[config.mk]
export PLATFORM = sky130hd
export DESIGN_NAME = nand_ecc_engine
export DESIGN_NICKNAME = d
export VERILOG_FILES = /design/src/rtl/nand_ecc_pkg.sv /design/src/rtl/nand_ecc_colpar.sv /design/src/rtl/nand_ecc_accum.sv /design/src/rtl/nand_ecc_decode.sv /design/src/rtl/nand_ecc_engine.sv
export SDC_FILE = /design/constraint.sdc
export NUM_CORES = 1
export LEC_CHECK = 0
export BUFFER_PORTS_ARGS = -buffer_cell sky130_fd_sc_hd__buf_4
export CAP_MARGIN = 15
export CORE_MARGIN = 3
export CORE_UTILIZATION = 45
export CTS_BUF_LIST = sky130_fd_sc_hd__clkbuf_4 sky130_fd_sc_hd__clkbuf_8 sky130_fd_sc_hd__clkbuf_16
export CTS_CLUSTER_DIAMETER = 40
export DETAILED_ROUTE_END_ITERATION = 10
export HOLD_SLACK_MARGIN = 0.15
export PLACE_DENSITY = 0.66
export SYNTH_ARGS = -nofsm -noshare
export SYNTH_HDL_FRONTEND = slang
export SYNTH_SLANG_ARGS = --single-unit
export TNS_END_PERCENT = 30
[constraint.sdc]
create_clock -name clk -period 5.7 [get_ports clk]
set_clock_uncertainty 0.15 [all_clocks]
set_input_delay 0.57 -clock clk [delete_from_list [all_inputs] [get_ports clk]]
set_output_delay 0.57 -clock clk [all_outputs]
set_load 0.01 [all_outputs]
[src/rtl/nand_ecc_pkg.sv]
package nand_ecc_pkg;
  localparam int COL_PAIRS = 3;

  typedef enum logic [1:0] {
    ST_CLEAN = 2'd0,
    ST_DATA1 = 2'd1,
    ST_CODE1 = 2'd2,
    ST_MULTI = 2'd3
  } ecc_stat_e;
endpackage

[src/rtl/nand_ecc_colpar.sv]
module nand_ecc_colpar
  import nand_ecc_pkg::*;
(
  input  logic [7:0]             byte_i,
  output logic [2*COL_PAIRS-1:0] col_o,
  output logic                   par_o
);
  // pair c: true half takes bits whose index has bit c set, complement the rest
  always_comb begin
    col_o = '0;
    for (int c = 0; c < COL_PAIRS; c++) begin
      for (int i = 0; i < 8; i++) begin
        if (((i >> c) & 1) == 1) col_o[2*c]   = col_o[2*c]   ^ byte_i[i];
        else                     col_o[2*c+1] = col_o[2*c+1] ^ byte_i[i];
      end
    end
  end

  assign par_o = ^byte_i;
endmodule

[src/rtl/nand_ecc_accum.sv]
module nand_ecc_accum
  import nand_ecc_pkg::*;
#(
  parameter int PAGE_BYTES = 512,
  parameter int ADDR_W     = $clog2(PAGE_BYTES),
  parameter int CODE_W     = 2*(COL_PAIRS+ADDR_W)
) (
  input  logic              clk,
  input  logic              rst,
  input  logic              sop_i,
  input  logic              valid_i,
  input  logic [7:0]        byte_i,
  output logic [CODE_W-1:0] code_o,
  output logic              done_o
);
  localparam int                COL_W = 2*COL_PAIRS;
  localparam logic [ADDR_W-1:0] LAST  = ADDR_W'(PAGE_BYTES-1);

  logic [CODE_W-1:0] acc_q, base_acc, contrib;
  logic [ADDR_W-1:0] idx_q, base_idx;
  logic              done_q, base_done, accept;
  logic [COL_W-1:0]  col;
  logic              par;

  nand_ecc_colpar u_colpar (
    .byte_i (byte_i),
    .col_o  (col),
    .par_o  (par)
  );

  assign base_acc  = sop_i ? '0   : acc_q;
  assign base_idx  = sop_i ? '0   : idx_q;
  assign base_done = sop_i ? 1'b0 : done_q;
  assign accept    = valid_i && !base_done;

  assign contrib[COL_W-1:0] = col;
  for (genvar j = 0; j < ADDR_W; j++) begin : g_line
    assign contrib[COL_W+2*j]   = par &  base_idx[j];
    assign contrib[COL_W+2*j+1] = par & ~base_idx[j];
  end

  always_ff @(posedge clk) begin
    if (rst) begin
      acc_q  <= '0;
      idx_q  <= '0;
      done_q <= 1'b0;
    end else if (accept) begin
      acc_q  <= base_acc ^ contrib;
      idx_q  <= base_idx + 1'b1;
      done_q <= (base_idx == LAST);
    end else begin
      acc_q  <= base_acc;
      idx_q  <= base_idx;
      done_q <= base_done;
    end
  end

  assign code_o = acc_q;
  assign done_o = done_q;

  p_done_hold_r4: assert property (@(posedge clk) disable iff (rst)
    (done_q && !sop_i) |=> done_q);
  p_ignore_after_done_r4: assert property (@(posedge clk) disable iff (rst)
    (done_q && !sop_i) |=> $stable(acc_q));
  p_sop_clear_r1: assert property (@(posedge clk) disable iff (rst)
    (sop_i && !valid_i) |=> (acc_q == '0 && !done_q));
endmodule

[src/rtl/nand_ecc_decode.sv]
module nand_ecc_decode
  import nand_ecc_pkg::*;
#(
  parameter int ADDR_W = 9,
  parameter int CODE_W = 2*(COL_PAIRS+ADDR_W)
) (
  input  logic              clk,
  input  logic              rst,
  input  logic              sop_i,
  input  logic              done_i,
  input  logic              cmp_i,
  input  logic [CODE_W-1:0] code_i,
  input  logic [CODE_W-1:0] stored_i,
  output logic              stat_valid_o,
  output logic [1:0]        stat_o,
  output logic [ADDR_W-1:0] err_byte_o,
  output logic [2:0]        err_bit_o
);
  localparam int PAIRS = CODE_W/2;

  logic [CODE_W-1:0] syn;
  logic [PAIRS-1:0]  pair_odd;
  ecc_stat_e         verdict, stat_q;
  logic [ADDR_W-1:0] byte_pos, byte_q;
  logic [2:0]        bit_pos, bit_q;
  logic              valid_q;

  assign syn = code_i ^ stored_i;

  for (genvar k = 0; k < PAIRS; k++) begin : g_pair
    assign pair_odd[k] = syn[2*k] ^ syn[2*k+1];
  end
  for (genvar c = 0; c < COL_PAIRS; c++) begin : g_bitpos
    assign bit_pos[c] = syn[2*c];
  end
  for (genvar j = 0; j < ADDR_W; j++) begin : g_bytepos
    assign byte_pos[j] = syn[2*COL_PAIRS+2*j];
  end

  always_comb begin
    if (syn == '0)                  verdict = ST_CLEAN;
    else if (&pair_odd)             verdict = ST_DATA1;
    else if ($countones(syn) == 1)  verdict = ST_CODE1;
    else                            verdict = ST_MULTI;
  end

  always_ff @(posedge clk) begin
    if (rst || sop_i) begin
      valid_q <= 1'b0;
      stat_q  <= ST_CLEAN;
      byte_q  <= '0;
      bit_q   <= '0;
    end else if (cmp_i && done_i) begin
      valid_q <= 1'b1;
      stat_q  <= verdict;
      byte_q  <= (verdict == ST_DATA1) ? byte_pos : '0;
      bit_q   <= (verdict == ST_DATA1) ? bit_pos  : '0;
    end
  end

  assign stat_valid_o = valid_q;
  assign stat_o       = stat_q;
  assign err_byte_o   = byte_q;
  assign err_bit_o    = bit_q;

  p_cmp_ignored_r10: assert property (@(posedge clk) disable iff (rst)
    (!done_i && !sop_i) |=> $stable(valid_q));
  p_verdict_hold_r10: assert property (@(posedge clk) disable iff (rst)
    (valid_q && !sop_i && !cmp_i) |=> $stable({stat_q, byte_q, bit_q}));
  p_pos_only_data_r7: assert property (@(posedge clk) disable iff (rst)
    (valid_q && stat_q != ST_DATA1) |-> (byte_q == '0 && bit_q == '0));
endmodule

[src/rtl/nand_ecc_engine.sv]
module nand_ecc_engine
  import nand_ecc_pkg::*;
#(
  parameter int PAGE_BYTES = 512,
  parameter int ADDR_W     = $clog2(PAGE_BYTES),
  parameter int CODE_W     = 2*(COL_PAIRS+ADDR_W)
) (
  input  logic              clk,
  input  logic              rst,
  input  logic              sop_i,
  input  logic              byte_valid_i,
  input  logic [7:0]        byte_i,
  input  logic              cmp_i,
  input  logic [CODE_W-1:0] stored_code_i,
  output logic [CODE_W-1:0] code_o,
  output logic              page_done_o,
  output logic              stat_valid_o,
  output logic [1:0]        stat_o,
  output logic [ADDR_W-1:0] err_byte_o,
  output logic [2:0]        err_bit_o
);
  logic [CODE_W-1:0] code;
  logic              done;

  nand_ecc_accum #(
    .PAGE_BYTES (PAGE_BYTES),
    .ADDR_W     (ADDR_W),
    .CODE_W     (CODE_W)
  ) u_accum (
    .clk     (clk),
    .rst     (rst),
    .sop_i   (sop_i),
    .valid_i (byte_valid_i),
    .byte_i  (byte_i),
    .code_o  (code),
    .done_o  (done)
  );

  nand_ecc_decode #(
    .ADDR_W (ADDR_W),
    .CODE_W (CODE_W)
  ) u_decode (
    .clk          (clk),
    .rst          (rst),
    .sop_i        (sop_i),
    .done_i       (done),
    .cmp_i        (cmp_i),
    .code_i       (code),
    .stored_i     (stored_code_i),
    .stat_valid_o (stat_valid_o),
    .stat_o       (stat_o),
    .err_byte_o   (err_byte_o),
    .err_bit_o    (err_bit_o)
  );

  assign code_o      = code;
  assign page_done_o = done;

  p_verdict_needs_page_r6: assert property (@(posedge clk) disable iff (rst)
    stat_valid_o |-> page_done_o);
endmodule

======== Word-level counts from Yosys, hierarchy flattened ========
Cells that the tools add are included.
operators by class
  $add $sub $neg .......................... 24
  $mul .................................... 0
  div/mod/pow operators ................... 0
  magnitude comparators ................... 0
  equal/unequal tests ..................... 3
  shift-type cells ........................ 0
  muxes and demuxes ....................... 11
  bitwise gates (word level) .............. 58
  reduce and logical (&&, ||, !) cells .... 7
operators with widths
  operator                                                                 number
  32-bit adder                                                             11
  24-bit 2-to-1 mux                                                        2
  24-bit XOR                                                               2
  32-bit by 2-bit equality test with 1-bit output (second input constant)  1
  1-bit XOR                                                                29
  9-bit 2-to-1 mux                                                         3
  1-bit by 1-bit adder with 2-bit output                                   12
  24-bit logical NOT                                                       1
  1-bit bitwise AND                                                        18
  12-bit AND reduction                                                     1
  9-bit by 1-bit adder with 9-bit output (second input constant)           1
  9-bit equality test (second input constant)                              1
  1-bit inverter                                                           9
  8-bit parity                                                             1
  2-bit 2-to-1 mux                                                         2
  1-bit 2-to-1 mux                                                         3
  3-bit 2-to-1 mux                                                         1
  2-bit by 1-bit equality test with 1-bit output (second input constant)   1
  1-bit logical AND                                                        2
  1-bit logical NOT                                                        1
  1-bit logical OR                                                         1
word-level totals
  flip-flop bits (word level) ............. 49
  bits in latches ......................... 0
  bits in writable memories ............... 0
  bits in read-only memories .............. 0
  bits of input ports ..................... 37
  memories ................................ 0

======== Depth between registers and ports, before layout ========
Gate-level depths: netlist of run 1.
  depth in word-level cells ............... 12
  depth in mapped cells ................... 18
  mapped depth without buffers ............ 18

======== Hierarchy ========
From an unflattened synthesis of run 1, not the netlist that was laid out.
unflattened totals
  cell total of the unflattened synthesis .. 372
  area, all modules ....................... 3478.3 um^2
modules (own cells, without submodules)
  module           times used  cells each  area an instance (um^2)  seq. area each (um^2)
  nand_ecc_accum   1           207         1824.2                   680.7
  nand_ecc_decode  1           150         1522.7                   300.3
  nand_ecc_colpar  1           15          131.4                    0.0

======== Worst setup path after synthesis of run 1 ========
No wires, ideal clock.
  path kind ............................... input-to-reg
  from .................................... in stored_code_i[20]
  to ...................................... reg u_decode.stat_q[0], in the netlist u_decode.stat_o[0]
  setup time .............................. 131 ps
  arrival ................................. 4777 ps
  data required time ...................... 5419 ps
  setup slack ............................. 642 ps
  stages on the path ...................... 14
  cells stage by stage .................... xor2_1 inv_1 or2_2 fa_1 fa_1 fa_1 fa_1 inv_1 fa_1 ha_1 fa_1 nor4b_1 a41o_1 a21oi_1
on the way
  longest elaborated chain between the ends .. 9
RTL lines
  element                                                       line                   text
  start, declared                                               nand_ecc_engine.sv:14  input logic [CODE_W-1:0] stored_code_i,
  24-bit XOR *                                                  nand_ecc_decode.sv:28  assign syn = code_i ^ stored_i;
  1-bit by 1-bit adder with 2-bit output (implied by the code)  nand_ecc_decode.sv:43  else if ($countones(syn) == 1) verdict = ST_CODE1;
  32-bit adder (implied by the code) (3 in a row)               nand_ecc_decode.sv:43
  32-bit by 2-bit equality test with 1-bit output               nand_ecc_decode.sv:43
  1-bit 2-to-1 mux                                              nand_ecc_decode.sv:43
  2-bit 2-to-1 mux                                              nand_ecc_decode.sv:42  else if (&pair_odd) verdict = ST_DATA1;
  2-bit 2-to-1 mux *                                            nand_ecc_decode.sv:41  if (syn == '0) verdict = ST_CLEAN;
  end signal, assigned                                          nand_ecc_decode.sv:55  stat_q <= verdict;
  end, declared                                                 nand_ecc_decode.sv:23  ecc_stat_e verdict, stat_q;
Every way passes the cells marked *; elsewhere a longest branch is shown, timed or not.
A chain may end at the register's enable or synchronous reset.

======== Worst setup path in the final report of run 1 ========
  from .................................... reg u_accum.acc_q[20], in the netlist u_accum.code_o[20]
  to ...................................... reg u_decode.stat_q[0], in the netlist u_decode.stat_o[0]
on the way
  longest elaborated chain between the ends .. 9
RTL lines
  element                                                       line                   text
  start, declared                                               nand_ecc_accum.sv:19   logic [CODE_W-1:0] acc_q, base_acc, contrib;
  start signal, assigned                                        nand_ecc_accum.sv:48   acc_q <= base_acc ^ contrib;
  start signal, assigned                                        nand_ecc_accum.sv:52   acc_q <= base_acc;
  24-bit XOR *                                                  nand_ecc_decode.sv:28
  1-bit by 1-bit adder with 2-bit output (implied by the code)  nand_ecc_decode.sv:43
  32-bit adder (implied by the code) (3 in a row)               nand_ecc_decode.sv:43
  32-bit by 2-bit equality test with 1-bit output               nand_ecc_decode.sv:43
  1-bit 2-to-1 mux                                              nand_ecc_decode.sv:43
  2-bit 2-to-1 mux                                              nand_ecc_decode.sv:42
  2-bit 2-to-1 mux *                                            nand_ecc_decode.sv:41
Marks and branches as above.

==> results of run 1 <==
==> cell usage in the layout, fill, tap and decap left out, drive strengths merged, types with 2 or more instances in the layout <==
cell type / netlist / layout
a21oi: 8 / 8
a22oi: 12 / 12
and2: 2 / 2
buf: 6 / 78
clkbuf: 12 / 6
dfxtp: 49 / 49
fa: 19 / 19
ha: 35 / 35
inv: 54 / 54
nand2: 30 / 30
nand2b: 5 / 5
nand3: 3 / 3
nand4: 8 / 8
nor2: 53 / 53
nor2b: 12 / 12
nor3b: 9 / 9
o211ai: 9 / 9
o21ai: 2 / 2
o31ai: 18 / 18
or2: 2 / 2
or3: 2 / 2
or4: 9 / 9
xnor2: 26 / 26
xor2: 25 / 25
==> state kept, by name, indices dropped and copies added (netlist names) <==
register,count
u_decode.err_byte_o,9
u_decode.stat_o,2
u_accum.idx_q,9
u_accum.code_o,24
u_accum.done_o,1
u_decode.stat_valid_o,1
u_decode.err_bit_o,3
==> critical path: stages, from the launching register on <==
cell	delay, ps
dfxtp_1	430
xor2_1	270
inv_1	90
or2_2	310
fa_1	480
fa_1	520
fa_1	520
fa_1	540
inv_1	50
fa_1	470
ha_1	240
fa_1	450
nor4b_1	300
a41o_1	220
a21oi_1	60
==> worst min path at each step <==
stage / start / endpoint / slack (ps) / depth (start not counted)
floorplan: u_decode.stat_o[0] / u_decode.stat_o[0] / 330 / 2
global route: u_decode.stat_o[1] / u_decode.stat_o[1] / 320 / 2
global placement: u_decode.stat_o[1] / u_decode.stat_o[1] / 290 / 2
detailed placement: u_decode.stat_o[1] / u_decode.stat_o[1] / 300 / 2
CTS: u_decode.stat_o[1] / u_decode.stat_o[1] / 310 / 2
finish: u_decode.stat_o[1] / u_decode.stat_o[1] / 310 / 2
==> power breakdown <==
part	leakage, nW	internal [mW]	total (mW)	switching (mW)
logic	1.57	0.534	1.17	0.637
registers	0.398	0.359	0.382	0.0227
clock network	0.0433	0.0963	0.215	0.119
total	2.01	0.990	1.77	0.778
==> final cells by class <==
type | instances | area share
Clock buffer | 6 | 0.01926
Clock inverter | 1 | 0.001751
Inverter | 54 | 0.04727
Multi-Input combinational cell | 293 | 0.5375
Sequential cell | 49 | 0.2288
Tap cell | 99 | 0.02889
Timing Repair Buffer | 78 | 0.1366
==> through the flow <==
stage / total power [mW] / utilization / hold WS [ps] / std cells / worst slack [ps]
after floorplan: 1.284 / - / 326.1 / 414 / 642.0
after global placement: 1.524 / 0.5637 / 291.9 / 573 / 334.3
after detailed placement: 1.573 / 0.5637 / 296.9 / 573 / 215.0
after CTS: 1.794 / 0.5758 / 310.6 / 580 / 427.4
after global routing: 2.009 / 0.5758 / 324.0 / 580 / 178.5
final: 1.767 / 0.5758 / 308.0 / 580 / 456.0
==> kinds of logic (layout without fill, tap and decap cells) <==
kind of cell,Yosys count,count (layout),share of synthesized area
XOR/XNOR,51,51,0.1254
flip-flops,49,49,0.2753
AO/OA/AOI/OAI,51,51,0.1015
buffers and inverters,72,139,0.08005
adder cells (fa/ha/maj),54,54,0.2296
AND/OR/NAND/NOR,137,137,0.1882
==> metal layers <==
| layer | share of wire | vias up | track usage |
|---|---|---|---|
| li1 | - | 1483 | - |
| met1 | 0.44 | 1401 | 0.2814 |
| met2 | 0.49 | 74 | 0.3359 |
| met3 | 0.046 | 12 | 0.02869 |
| met4 | 0.016 | 0 | 0.05409 |
| met5 | 0 | - | 0 |
==> key figures, run 1 <==
Clocking
  • Num CTS Buffers: 5
  • Hold-fix buffers, CTS: 0
  • CTS Root Cell: clkbuf_8
  • Clock sink count: 49
  • H-Tree Level Count: 2
  • CTS tree: done
  • Clock slew at reported path FFs: 100 ps
  • Post-CTS Setup Bufs: 0
  • PostCTS Resize Cnt: 0
  • Latest clock arrival within the worst-skew pair: 300 ps
  • CTS Buffer Depth: 2

Logic synthesis
  • Cell accounting for the most synthesized area: dfxtp_1
  • Syn_area_per_cell: 8.607 µm²
  • Largest cells by area after synthesis: dfxtp_1, ha_1, fa_1, xnor2_1, xor2_1
  • Main flop type after synthesis: dfxtp_1
  • EDFF count, synth: 0
  • Most frequent cell after synthesis: inv_1
  • Ys async rst share: 0
  • Unique masters post-synth: 31
  • Mapped Cells: 414
  • Syn Nets: 505
  • Ys Warns: 0
  • #FFs+latches synth: 49
  • Post-synthesis sequential area ratio: 0.2753
  • Commonest cells post-synth: inv_1, nor2_1, dfxtp_1, ha_1, nand2_1
  • Top cell type's share of synthesized area: 0.2753
  • Synthesized cell area: 3563 µm²

Critical path
  • R2R depth: 14
  • Crit path max fanout: 4
  • Setup crit start: u_accum.code_o[20]
  • Startpoint types: flip-flop
  • Reg2reg end: u_decode.stat_o[0]
  • Critical path type: flip-flop to flip-flop
  • Data required time of the worst path: 5730 ps
  • Worst path arrival time: 5270 ps
  • Crit path to: u_decode.stat_o[0]
  • Setup slack, reg-to-reg: 460 ps
  • Crit Reg-Reg Startpoint: u_accum.code_o[20]
  • Setup crit end kind: flip-flop

Layout
  • P&R area growth vs syn: 20.33%
  • Area of the multi-input gates: 2305 µm²
  • FF+latch area: 980.9 µm²
  • FILL cells: 690
  • Final instance area: 4288 µm²
  • Layout cell share with drive strength beyond 1: 0.1830
  • Final nets: 572
  • ANT cells: 0

Floorplanning
  • Die height: 94.99 µm
  • Core ar.: 7447 µm²
  • Die area: 9022 µm²
  • Number of I/O pins: 77
  • Width of the die: 94.99 µm
  • Standard-cell rows: 31
  • Initial Util: 0.4785

Routing
  • Vias per inst: 5.121
  • Final WL: 8851 µm
  • Initial DRC Count: 95
  • Wire length per cell: 15.26 µm
  • DR DRC count: 0
  • Routed vias: 2970
  • Drt pass-1 iters: 4
  • Routed Antenna Nets: 0

Global routing
  • Initial antenna violation count: 0
  • Vias in the first global route: 2841
  • GRT Util Overall: 0.2043
  • First-pass GRT wire length: 14230 µm
  • Pin count of the biggest net entering global routing: 35
  • Total grt overflow: 0

Min path
  • Min-Delay Path Class: flip-flop to flip-flop

Timing
  • Slew headroom: 0.3932
  • Final Cycle Share: 0.9200
  • Post-route minimum period: 5244 ps
  • Fmax: 190.7 MHz
  • Setup TNS: 0 ps
  • Count of final setup violators: 0
  • Slew @ Worst Pin: 906.9 ps
  • Max Slew Vio Count: 0
  • Final Hold Fails: 0
  • RSZ-0062 raised after global routing: false

Pwr
  • Pwr dens: 412.2 nW/µm²
  • Static leakage: 2.010 nW
  • Max VDD drop: 0.0003521 V

Placed design
  • GP Congestion: 0.8912
  • IO Port Bufs: 76
  • Post-DP HPWL: 7128 µm
  • DP Area: 4198 µm²

Flow run
  • Max-Cap Viols: 0

Outcome
  • Outcome: finished clean
Power figures use the tool's default switching activity.
==> run 2, diff against run 1 <==
--- a/config.mk
+++ b/config.mk
@@ -7,7 +7,7 @@
 export LEC_CHECK = 0
 export BUFFER_PORTS_ARGS = -buffer_cell sky130_fd_sc_hd__buf_4
 export CAP_MARGIN = 15
-export CORE_MARGIN = 3
+export CORE_MARGIN = 4
 export CORE_UTILIZATION = 45
 export CTS_BUF_LIST = sky130_fd_sc_hd__clkbuf_4 sky130_fd_sc_hd__clkbuf_8 sky130_fd_sc_hd__clkbuf_16
 export CTS_CLUSTER_DIAMETER = 40
==> constraint.sdc (replaced) <==
create_clock -name clk -period 5.7 [get_ports clk]
set_clock_uncertainty 0.15 [all_clocks]
set_input_delay 1.14 -clock clk [delete_from_list [all_inputs] [get_ports clk]]
set_output_delay 1.14 -clock clk [all_outputs]
set_load 0.01 [all_outputs]
==> key figures, run 2 (synthesis gave the netlist of run 1 again) <==
Critical path
  • Critical path type: input pin to flip-flop
  • Startpoint types: input pin
  • Setup crit end kind: flip-flop
  • Data required time of the worst path: 5710 ps (-20 ps)
  • Worst path arrival time: 5550 ps (+280 ps)
  • Crit path max fanout: 3 (-1)

Layout
  • P&R area growth vs syn: 26.40%
  • Final nets: 588 (+2.8%)
  • Commonest non-fill, non-tap cell in the layout: buf_4
  • ANT cells: 0 (unchanged)
  • Commonest cells after routing, fill and taps aside: buf_4, inv_1, nor2_1
  • FILL cells: 707 (+2.5%)
  • Final Util: 0.5829 (+0.007129)
  • Max FFs per register: 24 (unchanged)
  • Final instance area: 4504 µm² (+5.0%)
  • Layout cell share with drive strength beyond 1: 0.2289 (+0.04596)

Placed design
  • Post-DP HPWL: 7340 µm (+3.0%)
  • DP Worst Slack: -352.4 ps (-567.4 ps)
  • IO Port Bufs: 76 (unchanged)
  • DP Area: 4322 µm² (+3.0%)
  • GP Congestion: 0.8592 (-3.6%)

Timing
  • Slew headroom: 0.4549 (+0.06177)
  • Final Hold Fails: 0 (unchanged)
  • Count of final setup violators: 0 (unchanged)
  • Fmax: 180.6 MHz (-5.3%)
  • Max Slew Vio Count: 0 (unchanged)
  • Post-route minimum period: 5538 ps (+294.2 ps)
  • RSZ-0062 raised after global routing: false
  • Slack of the critical path: 161.7 ps (-294.2 ps)
  • Final Cycle Share: 0.9716 (+0.05162)
  • Slew @ Worst Pin: 814.6 ps (-92.31 ps)

Clocking
  • Clock slew at reported path FFs: 80 ps (-20 ps)
  • Clock sink count: 49 (unchanged)
  • CTS Buffer Depth: 2 (unchanged)
  • Post-CTS Setup Bufs: 0 (unchanged)
  • Latest clock arrival within the worst-skew pair: 300 ps (about the same)
  • CTS tree: done
  • H-Tree Level Count: 2 (unchanged)
  • CTS Root Cell: clkbuf_8
  • Num CTS Buffers: 5 (unchanged)

Routing
  • Vias per inst: 5.100 (-0.40%)
  • Final WL: 9219 µm (+4.2%)
  • DR DRC count: 0 (unchanged)
  • Initial DRC Count: 96 (+1.1%)
  • Wire length per cell: 15.37 µm (+0.69%)
  • Drt pass-1 iters: 4 (unchanged)
  • Routed Antenna Nets: 0 (unchanged)
  • Routed vias: 3060 (+3.0%)

Outcome
  • Outcome: finished clean

Global routing
  • First-pass GRT wire length: 14750 µm (+3.6%)
  • Initial antenna violation count: 0 (unchanged)
  • GRT Util Overall: 0.1929 (-0.01137)
  • Vias in the first global route: 2989 (+5.2%)
  • Pin count of the biggest net entering global routing: 35 (unchanged)
  • Total grt overflow: 0 (unchanged)

Flow run
  • Max-Cap Viols: 0 (unchanged)

Pwr
  • Max VDD drop: 0.0003227 V (-8.4%)
  • Pwr dens: 420.6 nW/µm² (+2.0%)
  • Static leakage: 2.102 nW (+4.6%)

Floorplanning
  • Number of I/O pins: 77 (unchanged)
  • Core ar.: 7727 µm² (+3.8%)
  • Die height: 96.99 µm (+2.1%)
  • Width of the die: 96.99 µm (+2.1%)
  • Die area: 9406 µm² (+4.3%)
  • Standard-cell rows: 32 (+3.2%)
  • Initial Util: 0.4611 (-0.01735)

Min path
  • Min-Delay Path Class: flip-flop to flip-flop
-- run 2: changes by cell type in the layout (fill, tap and decap cells not counted) --
cell / delta
buf_4: +16
fa_1: -1
fa_2: +1
inv_6: +1
nor4b_1: -1
nor4b_2: +1
xor2_1: -7
xor2_2: +5
xor2_4: +2
-- run 2: worst paths after layout --
path / slack, ps / from / to / depth (start not counted)
setup / recovery: 160 / stored_code_i[12] / u_decode.stat_o[0] / 16
hold / removal: 310 / u_decode.stat_o[0] / u_decode.stat_o[0] / 2
setup reg to reg: 610 / u_accum.code_o[20] / u_decode.stat_o[0] / 14
hold reg to reg: 310 / u_decode.stat_o[0] / u_decode.stat_o[0] / 2
-- run 2: timing repair --
action	in CTS	in global routing
endpoints found under the hold margin	0	0
pin swaps	0	2
endpoints found under the setup margin	1	1
resized for setup	1	10
hold buffers	0	0
-- run 2: worst max-delay path, cell delays in order --
cell,delay [ps]
buf_4,130
xor2_4,180
buf_4,150
ha_1,210
fa_1,520
inv_1,50
fa_1,490
fa_1,440
fa_1,550
inv_1,60
fa_1,470
ha_1,230
fa_1,440
nor4b_2,210
a41o_1,200
a21oi_1,70
-- run 2: cell type report --
class                           count  area [µm²]  share of cell area
Clock buffer                        6       82.58             0.01833
Clock inverter                      2       16.27            0.003611
Inverter                           54       202.7             0.04500
Multi-Input combinational cell    293        2389              0.5303
Sequential cell                    49       980.9              0.2178
Tap cell                          102       127.6             0.02833
Timing Repair Buffer               94       705.7              0.1567
-- run 2: stage by stage --
stage               hold slack (ps)  setup TNS [ps]  total power, mW  instances
floorplan                     326.1               0            1.284        414
finish                        309.3               0            1.894        600
global placement              298.4          -265.8            1.547        592
CTS                           311.2               0            1.841        600
global route                  330.4               0            2.122        600
detailed placement            298.9          -352.4            1.610        592
-- run 2: routing by layer --
layer  track usage  up-vias  part of all wire
li1              -     1513                 -
met1        0.2445     1491              0.43
met2        0.3482       50              0.53
met3       0.02956        6             0.033
met4       0.03564        0            0.0074
met5             0        -                 0
-- run 2: power breakdown --
group	internal (mW)	leakage, nW	total (mW)	switching [mW]
sequential	0.359	0.398	0.383	0.0238
combinational	0.605	1.66	1.28	0.680
clock	0.100	0.0478	0.227	0.126
total	1.06	2.10	1.89	0.830
==> run 3, diff against run 2 <==
--- a/config.mk
+++ b/config.mk
@@ -8,12 +8,12 @@
 export BUFFER_PORTS_ARGS = -buffer_cell sky130_fd_sc_hd__buf_4
 export CAP_MARGIN = 15
 export CORE_MARGIN = 4
-export CORE_UTILIZATION = 45
+export CORE_UTILIZATION = 55
 export CTS_BUF_LIST = sky130_fd_sc_hd__clkbuf_4 sky130_fd_sc_hd__clkbuf_8 sky130_fd_sc_hd__clkbuf_16
 export CTS_CLUSTER_DIAMETER = 40
 export DETAILED_ROUTE_END_ITERATION = 10
 export HOLD_SLACK_MARGIN = 0.15
-export PLACE_DENSITY = 0.66
+export PLACE_DENSITY = 0.79
 export SYNTH_ARGS = -nofsm -noshare
 export SYNTH_HDL_FRONTEND = slang
 export SYNTH_SLANG_ARGS = --single-unit
==> key figures, run 3 (synthesis gave the netlist of run 1 again) <==
Global routing
  • First-pass GRT wire length: 14460 µm (-2.0%)
  • Pin count of the biggest net entering global routing: 35 (unchanged)
  • GRT Util Overall: 0.2382 (+0.04527)
  • Vias in the first global route: 3075 (+2.9%)
  • Total grt overflow: 0 (unchanged)
  • Initial antenna violation count: 0 (unchanged)

Placed design
  • Post-DP HPWL: 7250 µm (-1.2%)
  • DP Area: 4283 µm² (-0.90%)
  • GP Congestion: 0.8766 (+2.0%)
  • IO Port Bufs: 76 (unchanged)

Routing
  • Wire length per cell: 16.46 µm (+7.1%)
  • Initial DRC Count: 127 (+32%)
  • Drt pass-1 iters: 5 (+1)
  • Routed vias: 3153 (+3.0%)
  • Vias per inst: 5.483 (+7.5%)
  • DR DRC count: 0 (unchanged)
  • Final WL: 9466 µm (+2.7%)
  • Routed Antenna Nets: 0 (unchanged)

Layout
  • Max FFs per register: 24 (unchanged)
  • P&R area growth vs syn: 27.67%
  • Commonest non-fill, non-tap cell in the layout: buf_4
  • Layout cell share with drive strength beyond 1: 0.2410 (+0.01205)
  • Final instance area: 4549 µm² (+1.0%)
  • FILL cells: 484 (-32%)
  • Commonest cells after routing, fill and taps aside: buf_4, inv_1, nor2_1
  • Final nets: 588 (unchanged)
  • ANT cells: 0 (unchanged)

Timing
  • RSZ-0062 raised after global routing: false
  • Fmax: 180.2 MHz (-0.21%)
  • Final Hold Fails: 0 (unchanged)
  • Final Cycle Share: 0.9736 (+0.002018)
  • Slew headroom: 0.4491 (-0.005841)
  • Max Slew Vio Count: 0 (unchanged)
  • Slew @ Worst Pin: 823.3 ps (+8.729 ps)
  • Count of final setup violators: 0 (unchanged)
  • Setup TNS: 0 ps (unchanged)
  • Post-route minimum period: 5550 ps (+11.50 ps)

Critical path
  • Worst path arrival time: 5560 ps (about the same)
  • Startpoint types: input pin
  • Largest stage delay, worst path: 550 ps (about the same)
  • Crit path max fanout: 3 (unchanged)
  • Critical path cell sequence: buf_4 -> xor2_4 -> buf_4 -> ha_2 -> fa_1 -> inv_1 -> fa_1 -> fa_1 -> fa_1 -> inv_1 -> fa_1 -> ha_4 -> fa_1 -> nor4b_2 -> a41o_1 -> a21oi_1
  • Cell mode on critical path: fa_1
  • Worst path slowest cell: fa_1
  • Setup crit end kind: flip-flop
  • CP Buf/Inv Count: 4 (unchanged)
  • Crit path max-delay family: adder cells
  • Data required time of the worst path: 5710 ps (about the same)
  • Critical path type: input pin to flip-flop

Clocking
  • Clock sink count: 49 (unchanged)
  • Num CTS Buffers: 5 (unchanged)
  • CTS tree: done
  • Latest clock arrival within the worst-skew pair: 300 ps (about the same)
  • Clock slew at reported path FFs: 80 ps (about the same)
  • Hold-fix buffers, CTS: 0 (unchanged)
  • H-Tree Level Count: 2 (unchanged)
  • CTS Root Cell: clkbuf_8
  • CTS Buffer Depth: 2 (unchanged)

Floorplanning
  • Core ar.: 6314 µm² (-18%)
  • Width of the die: 88.49 µm (-8.8%)
  • Die area: 7830 µm² (-17%)
  • Initial Util: 0.5644 (+0.1033)
  • Number of I/O pins: 77 (unchanged)
  • Standard-cell rows: 29 (-9.4%)
  • Die height: 88.49 µm (-8.8%)

Flow run
  • Max-Cap Viols: 0 (unchanged)

Pwr
  • Max VDD drop: 0.0009509 V (+190%)
  • Static leakage: 2.114 nW (+0.55%)
  • Pwr dens: 448.8 nW/µm² (+6.7%)

Outcome
  • Outcome: finished clean

Min path
  • Min-Delay Path Class: flip-flop to flip-flop
==> run 3: changes by cell type in the layout (fill, tap and decap cells not counted), sizes merged <==
cell	previous run	this run
bufinv	0	1
clkbuf	6	5
clkinv	0	1
clkinvlp	1	0
==> run 3: worst paths after layout <==
check                                   startpoint            endpoint  slack [ps]  depth (start not counted)
worst max-delay path             stored_code_i[12]  u_decode.stat_o[0]         150                         16
worst min-delay path            u_decode.stat_o[0]  u_decode.stat_o[0]         310                          2
worst max register to register   u_accum.code_o[8]  u_decode.stat_o[0]         610                         17
worst min register to register  u_decode.stat_o[0]  u_decode.stat_o[0]         310                          2
==> run 3: per-layer routing <==
metal  vias up  track usage  routed length, µm
li1       1515            -                  -
met4         0      0.08104                207
met3        18      0.03352                450
met5         -            0                  0
met2        92       0.4303               5152
met1      1528       0.2894               3656
==> run 3: final cells by class <==
class,count,area (µm²),share of cell area
Inverter,54,202.7,0.04455
Timing Repair Buffer,94,705.7,0.1551
Sequential cell,49,980.9,0.2156
Tap cell,77,96.34,0.02118
Clock inverter,3,43.79,0.009626
Clock buffer,5,68.82,0.01513
Multi-Input combinational cell,293,2451,0.5388
==> run 3: worst min-delay path: cells and delay by family (launching register included) <==
family          cells  cell delay [ps]
compound gates      1               50
simple gates        1               50
flops               1              320
==> run 3: repair_timing <==
action / CTS / global route
resized for setup: 2 / 18
setup buffers: 0 / 1
pin swaps: 0 / 10
setup endpoints to repair: 1 / 1
==> run 3: metrics by stage <==
step                      std cells  total power [mW]  hold slack, ps  setup slack, ps    util
final                           575             2.042           311.3            150.2  0.7206
after detailed placement        566             1.631           297.8           -381.7  0.6784
after global routing            575             2.275           336.8            25.53  0.7206
after CTS                       574             1.897           309.1            7.215  0.6986
after floorplan                 414             1.284           326.1            72.04       -
after global placement          566             1.522           293.8           -254.6  0.6784
==> run 3: report_power, final <==
| part | internal [mW] | switching (mW) | total [mW] | leakage [nW] |
|---|---|---|---|---|
| clock network | 0.132 | 0.126 | 0.257 | 0.0585 |
| registers | 0.359 | 0.0230 | 0.382 | 0.398 |
| logic | 0.687 | 0.715 | 1.40 | 1.66 |
| total | 1.18 | 0.864 | 2.04 | 2.11 |
